### config.mk
export PLATFORM = sky130hd
export DESIGN_NAME = reaction_timer
export DESIGN_NICKNAME = d
export VERILOG_FILES = /design/src/rtl/rt_pkg.sv /design/src/rtl/rt_tick_gen.sv /design/src/rtl/rt_control.sv /design/src/rtl/rt_datapath.sv /design/src/rtl/reaction_timer.sv
export SDC_FILE = /design/constraint.sdc
export NUM_CORES = 1
export LEC_CHECK = 0
export CAP_MARGIN = 30
export CORE_MARGIN = 4
export CORE_UTILIZATION = 45
export CTS_BUF_LIST = sky130_fd_sc_hd__clkbuf_16
export DETAILED_ROUTE_END_ITERATION = 10
export SLEW_MARGIN = 40
export SYNTH_ARGS = -nofsm -noshare
export SYNTH_HDL_FRONTEND = slang
export SYNTH_SLANG_ARGS = --single-unit
### constraint.sdc
create_clock -name clk -period 2.6 [get_ports clk]
set_clock_uncertainty 0.1 [all_clocks]
set_input_delay 0.26 -clock clk [delete_from_list [all_inputs] [get_ports clk]]
set_output_delay 0.26 -clock clk [all_outputs]
set_load 0.05 [all_outputs]
### src/rtl/rt_pkg.sv
package rt_pkg;
  // Strobes passed from control to the datapath once per clock
  typedef struct packed {
    logic shiftEn;   // take one shift this cycle
    logic serialIn;  // bit entering at the MSB end
  } rtStrobe_t;
endpackage

### src/rtl/rt_tick_gen.sv
module rt_tick_gen #(
  parameter int TICK_DIV = 2_500_000
) (
  input  logic clk,
  input  logic rst,
  output logic tickPulse
);
  localparam int CW = (TICK_DIV > 2) ? $clog2(TICK_DIV) : 1;
  localparam logic [CW-1:0] LAST = CW'(TICK_DIV - 1);

  logic [CW-1:0] cntQ;

  assign tickPulse = (cntQ == LAST);

  always_ff @(posedge clk) begin
    if (rst)            cntQ <= '0;
    else if (tickPulse) cntQ <= '0;
    else                cntQ <= cntQ + 1'b1;
  end

  // a tick lasts exactly one cycle
  assert_tick_single_R2: assert property (@(posedge clk) disable iff (rst)
    tickPulse |=> !tickPulse);
endmodule

### src/rtl/rt_control.sv
module rt_control
  import rt_pkg::*;
#(
  parameter int DELAY_TICKS = 70
) (
  input  logic       clk,
  input  logic       rst,
  input  logic       tickPulse,
  input  logic       stopBtn,
  output rtStrobe_t  strobes,
  output logic       readyLed
);
  localparam int DW = $clog2(DELAY_TICKS + 1);
  localparam logic [DW-1:0] LAST_D = DW'(DELAY_TICKS - 1);

  logic [1:0]    syncQ;
  logic          prevQ;
  logic          btnRise;
  logic          readyQ;
  logic          stoppedQ;
  logic [DW-1:0] delayCnt;

  // two-flop synchronizer plus edge detector
  always_ff @(posedge clk) begin
    if (rst) begin
      syncQ <= '0;
      prevQ <= 1'b0;
    end else begin
      syncQ <= {syncQ[0], stopBtn};
      prevQ <= syncQ[1];
    end
  end

  assign btnRise = syncQ[1] & ~prevQ;

  // settle phase counter and ready lamp
  always_ff @(posedge clk) begin
    if (rst) begin
      delayCnt <= '0;
      readyQ   <= 1'b0;
    end else if (tickPulse && !readyQ) begin
      delayCnt <= delayCnt + 1'b1;
      if (delayCnt == LAST_D) readyQ <= 1'b1;
    end
  end

  // stop latch: armed only while the lamp is lit
  always_ff @(posedge clk) begin
    if (rst)                    stoppedQ <= 1'b0;
    else if (readyQ && btnRise) stoppedQ <= 1'b1;
  end

  assign strobes.shiftEn  = tickPulse & ~stoppedQ;
  assign strobes.serialIn = ~readyQ;
  assign readyLed         = readyQ;

  // lamp stays lit until reset
  assert_ready_holds_R5: assert property (@(posedge clk) disable iff (rst)
    readyQ |=> readyQ);
  // latch can only be set once the lamp is lit
  assert_stop_after_ready_R7: assert property (@(posedge clk) disable iff (rst)
    stoppedQ |-> readyQ);
  // latch is sticky
  assert_latch_holds_R9: assert property (@(posedge clk) disable iff (rst)
    stoppedQ |=> stoppedQ);
endmodule

### src/rtl/rt_datapath.sv
module rt_datapath
  import rt_pkg::*;
#(
  parameter int WIDTH = 8
) (
  input  logic             clk,
  input  logic             rst,
  input  rtStrobe_t        strobes,
  output logic [WIDTH-1:0] ledBar
);
  logic [WIDTH-1:0] shiftQ;

  generate
    if (WIDTH > 1) begin : g_wide
      always_ff @(posedge clk) begin
        if (rst)                  shiftQ <= '0;
        else if (strobes.shiftEn) shiftQ <= {strobes.serialIn, shiftQ[WIDTH-1:1]};
      end
    end else begin : g_single
      always_ff @(posedge clk) begin
        if (rst)                  shiftQ <= '0;
        else if (strobes.shiftEn) shiftQ <= strobes.serialIn;
      end
    end
  endgenerate

  assign ledBar = shiftQ;

  // no strobe, no movement
  assert_hold_no_tick_R2: assert property (@(posedge clk) disable iff (rst)
    !strobes.shiftEn |=> $stable(shiftQ));
endmodule

### src/rtl/reaction_timer.sv
module reaction_timer
  import rt_pkg::*;
#(
  parameter int WIDTH       = 8,
  parameter int TICK_DIV    = 2_500_000,
  parameter int DELAY_TICKS = 70
) (
  input  logic             clk,
  input  logic             rst,
  input  logic             stopBtn,
  output logic             readyLed,
  output logic [WIDTH-1:0] ledBar
);
  logic      tickPulse;
  rtStrobe_t strobes;

  rt_tick_gen #(.TICK_DIV(TICK_DIV)) i_tick (
    .clk(clk), .rst(rst), .tickPulse(tickPulse)
  );

  rt_control #(.DELAY_TICKS(DELAY_TICKS)) i_ctrl (
    .clk(clk), .rst(rst), .tickPulse(tickPulse), .stopBtn(stopBtn),
    .strobes(strobes), .readyLed(readyLed)
  );

  rt_datapath #(.WIDTH(WIDTH)) i_dp (
    .clk(clk), .rst(rst), .strobes(strobes), .ledBar(ledBar)
  );

  // bar is full on the edge the lamp lights
  assert_full_at_ready_R3: assert property (@(posedge clk) disable iff (rst)
    $rose(readyLed) |-> (&ledBar));
  // an empty bar after ready stays empty
  assert_empty_stays_R8: assert property (@(posedge clk) disable iff (rst)
    (readyLed && ledBar == '0) |=> (ledBar == '0));
endmodule

== Word-level counts from Yosys, hierarchy flattened ==
Index checks and enable logic that the tools add are counted.

* Register bits: 42
* Bits of input ports: 3
* Output and inout bits: 9

* $add $sub $neg: 2
* Eq/ne operators: 2
* Bitwise logic cells: 5
* Reduce and logical (&&, ||, !) cells: 5

{| class="wikitable"
|+ Operator list
! kind !! number
|-
| $add A22 B1 Y22 const B || 1
|-
| $eq A22 B22 Y1 const B || 1
|-
| $add A7 B1 Y7 const B || 1
|-
| $eq A7 B7 Y1 const B || 1
|-
| $not A1 Y1 || 3
|-
| $and A1 B1 Y1 || 2
|-
| $logic_and A1 B1 Y1 || 2
|-
| $reduce_and A2 Y1 || 1
|-
| $reduce_or A2 Y1 || 1
|-
| $logic_not A1 Y1 || 1
|}

== Longest topological paths before layout ==
* Depth after elaboration: 3
* Gate-level depth with buffers: 6
* Mapped depth without buffers: 6

== By module ==
A second synthesis with hierarchy kept.

* Cells, all modules: 198
* Area, all modules: 1813.0 um^2

{| class="wikitable"
|+ By module, submodules not included
! module !! times used !! cells each !! area an instance (um^2)
|-
| rt_tick_gen || 1 || 120 || 1029.7
|-
| rt_control || 1 || 52 || 498.0
|-
| rt_datapath || 1 || 26 || 285.3
|}

== Worst setup path before layout ==
OpenSTA, ideal clock, no wires.

* Path type: reg-to-reg
* Start point: register i_ctrl.readyQ, in the netlist i_ctrl.readyLed
* End point: register i_ctrl.delayCnt[5]
* Library setup time: 71 ps
* Data arrival time: 2086 ps
* Required time: 2429 ps
* Slack: 344 ps
* Stages on the path, launching flop included: 6
* Path buffers: 1
* Clock period less this slack: 2256 ps
* Cell sequence: dfxtp_1 > or4b_1 > or3_1 > clkbuf_1 > or4_1 > a21oi_1

* Longest elaborated chain between the ends: 2

{| class="wikitable"
|+ RTL lines
! item !! RTL line !! text
|-
| start, declared || rt_control.sv:19 || <nowiki>logic readyQ;</nowiki>
|-
| start signal, assigned || rt_control.sv:40 || <nowiki>readyQ <= 1'b0;</nowiki>
|-
| start signal, assigned || rt_control.sv:43 || <nowiki>if (delayCnt == LAST_D) readyQ <= 1'b1;</nowiki>
|-
| $logic_not A1 Y1 || rt_control.sv:41 || <nowiki>end else if (tickPulse && !readyQ) begin</nowiki>
|-
| $logic_and A1 B1 Y1 || rt_control.sv:41 ||
|-
| end signal, assigned || rt_control.sv:42 || <nowiki>delayCnt <= delayCnt + 1'b1;</nowiki>
|-
| end, declared || rt_control.sv:21 || <nowiki>logic [DW-1:0] delayCnt;</nowiki>
|}

No other way between the ends.
A chain may end at the register's enable or synchronous reset.

== Final worst setup path ==
* Start point: register i_tick.cntQ[19]
* End point: register i_ctrl.delayCnt[3]

* Longest elaborated chain between the ends: 2

{| class="wikitable"
|+ RTL lines
! item !! RTL line !! text
|-
| start, declared || rt_tick_gen.sv:11 || <nowiki>logic [CW-1:0] cntQ;</nowiki>
|-
| start signal, assigned || rt_tick_gen.sv:18 || <nowiki>else cntQ <= cntQ + 1'b1;</nowiki>
|-
| $eq A22 B22 Y1 || rt_tick_gen.sv:13 || <nowiki>assign tickPulse = (cntQ == LAST);</nowiki>
|-
| $logic_and A1 B1 Y1 || rt_control.sv:41 ||
|}

No other way between the ends.

==> impl_metrics.env <==
export IMPL_status="complete, no violations"
export IMPL_detailed_place_hpwl_mm=2.580
export IMPL_crit_fanout=14
export IMPL_hold_depth=1
export IMPL_dieArea_sq_um=5309
export IMPL_period_share_pct=85.01
export IMPL_cts_setup_buffers=0
export IMPL_yosysWarnings=0
export IMPL_clock_latency_ps=290
export IMPL_netlist_area_sq_um=1893
export IMPL_hold_ws_ps=346.2
export IMPL_place_gp_congestion=0.7558
export IMPL_num_vias=1538
export IMPL_syn_inst=208
export IMPL_dr_wl_met3_microns=177
export IMPL_worst_setup_path_start_kind="flip-flop"
export IMPL_portBuffers=11
export IMPL_slew_headroom_pct=65.78
export IMPL_p_leak_nw=0.7624
export IMPL_p_total_w=0.001287
export IMPL_cp_cell_sequence="or4b_4 -> or3_4 -> or4_1 -> a21oi_1"
export IMPL_max_freq_ghz=0.4525
export IMPL_end_kind="flip-flop"
export IMPL_synth_nets=214
export IMPL_clkSinkCount=42
export IMPL_max_stage_delay_ps=560
export IMPL_clk_path_buf_depth=2
export IMPL_viasPerCell=5.717
export IMPL_drc=0
export IMPL_required_ps=2720
export IMPL_rsz0062_at_grt="no"
export IMPL_nets=224
export IMPL_antenna_found_initial=0
export IMPL_cts_max_level=2
export IMPL_ys_flop_type="dfxtp_1"
export IMPL_clk_pin_slew_ps=60
export IMPL_grt_first_pass_wirelength_mm=6.216
export IMPL_clockRootBuffer="clkbuf_16"
export IMPL_rows=23
export IMPL_wirelength_mm=3.616
export IMPL_ir_worst_vdd_mv=0.3178
export IMPL_hold_violations=0
export IMPL_place_area_sq_um=2039
export IMPL_drtIter0Drc=110
export IMPL_slew_violations=0
export IMPL_wl_met1_mm=1.588
export IMPL_grt_max_degree=23
export IMPL_worst_ep_arrival_time_ps=2330
export IMPL_crit_type="flip-flop to flip-flop"
export IMPL_seq_area_frac_synth_pct=44.42
export IMPL_die_w_microns=72.86
export IMPL_synth_edff_count=0
export IMPL_cts_tree="done"
export IMPL_synth_area_top_cells="dfxtp_1 (44%), o31ai_1 (4.4%), a21oi_1 (4.2%)"
export IMPL_fillerInstances=369
export IMPL_synth_cell_types=34
export IMPL_track_usage_pct=15.35
export IMPL_cts_resized=0
export IMPL_avgSynthCellArea_sq_um=9.101
export IMPL_drive_gt1_share_pct=7.763
export IMPL_utilization_pct=54.25
export IMPL_wl_met2_mm=1.781
export IMPL_slowest_stage="or4b_4"
export IMPL_maxCapViolations=0
export IMPL_coreArea_sq_um=4029
export IMPL_grt_overflow_total=0
export IMPL_top_layer="met4"
export IMPL_synth_async_reset_ratio_pct=0
export IMPL_hp_class="flip-flop to flip-flop"
export IMPL_setup_viol=0
export IMPL_fin_crit_ps=2210
export IMPL_hold_buffers=0
export IMPL_antenna_diode_count=0
export IMPL_power_density_nw_per_um2=588.7
export IMPL_worst_r2r_cell_count=4
export IMPL_yosysTopAreaCell="dfxtp_1"
export IMPL_ys_seq_elements=42
export IMPL_worst_slew_pin_slew_ps=511.7
export IMPL_antenna_left=0
export IMPL_synth_top_cell_area_share_pct=44.42
export IMPL_numCtsBuffers=5
export IMPL_firstDrtPassIters=4
export IMPL_die_h_microns=72.86
export IMPL_wl_per_cell_microns=13.44
export IMPL_stdcell_area_sq_um=2186
export IMPL_grt_pass1_vias=1404
export IMPL_syn2layout_area_growth_pct=15.47
export IMPL_initial_core_util_pct=46.99
export IMPL_setup_tns_ps=0
export IMPL_io_pins=12
cell usage after synthesis, drive strengths merged (8+ instances only):
cell type	count
dfxtp	42
nand2	8
o31ai	11
mux2i	8
nor2	16
clkbuf	10
nand4	10
a21oi	16
or4	11
nand2b	8
cell type report:
cell class              count  area [sq um]  area share (%)
clock buffers               5         125.1           5.724
clock inverters             3         21.27          0.9731
inverters                   5         18.77          0.8586
multi-input cells         150         984.7           45.05
flip-flops and latches     42         840.8           38.47
well taps                  50         62.56           2.862
repair buffers             14         132.6           6.068
final timing paths:
path,from,end,slack (ps)
hold / removal,i_tick.cntQ[0]$_SDFF_PP0_,i_tick.cntQ[0]$_SDFF_PP0_,350
setup reg to reg,i_tick.cntQ[19]$_SDFF_PP0_,i_ctrl.delayCnt[3]$_SDFFE_PP0P_,390
setup / recovery,i_tick.cntQ[19]$_SDFF_PP0_,i_ctrl.delayCnt[3]$_SDFFE_PP0P_,390
hold reg to reg,i_tick.cntQ[0]$_SDFF_PP0_,i_tick.cntQ[0]$_SDFF_PP0_,350
cell usage in the layout (no fill, tap or decap), drive strengths merged, types with 4 or more instances in the layout:
cell / instances
xnor2: 4
nand2b: 8
o31ai: 11
o21ai: 5
clkbuf: 5
xor2: 7
and3: 4
or3: 7
nand2: 8
nand4: 10
mux2i: 8
and2: 5
a21oi: 16
inv: 5
nor2: 16
nor3: 4
dfxtp: 42
or4: 11
clkdlybuf4s50: 11
nand3: 7
worst max-delay path: cells and delay by family (launching register included):
kind,cells,cell delay [ps]
AND/OR/NAND/NOR,3,1540
flip-flops,1,340
AO/OA/AOI/OAI,1,150
per-layer routing:
layer	track usage, %	up-vias
met4	6.148	0
met5	0	-
met2	26.45	29
met3	5.785	7
met1	16.95	729
li1	-	773
state kept, by name, indices dropped and copies added, names as in the netlist:
| register | flops |
|---|---|
| i_ctrl.delayCnt | 7 |
| i_ctrl.syncQ | 2 |
| i_ctrl.prevQ | 1 |
| i_ctrl.stoppedQ | 1 |
| i_ctrl.readyLed | 1 |
| i_tick.cntQ | 22 |
| i_dp.ledBar | 8 |
report_power, final:
group	internal [W]	switching (W)
sequential	0.000649	0.00000344
clock	0.000355	0.000252
combinational	0.0000121	0.0000145
metrics by stage:
step | worst slack, ps | cells
2_1_floorplan | 343.7 | 208
3_3_place_gp | 445.6 | 261
3_5_place_dp | 405.3 | 261
4_1_cts | 393.9 | 269
5_1_grt | 257.3 | 269
6_report | 389.9 | 269
cells by family after synthesis:
group	after synthesis	share of synthesized area [%]
AOI/OAI and AO/OA	35	10.97
xor gates and xnor gates	11	5.089
adders and majority gates	3	1.983
buffers and inverters	16	3.569
DFF	42	44.42
muxes	8	4.230
and+or+nand+nor	93	29.74
Power figures use the tool's default switching activity.
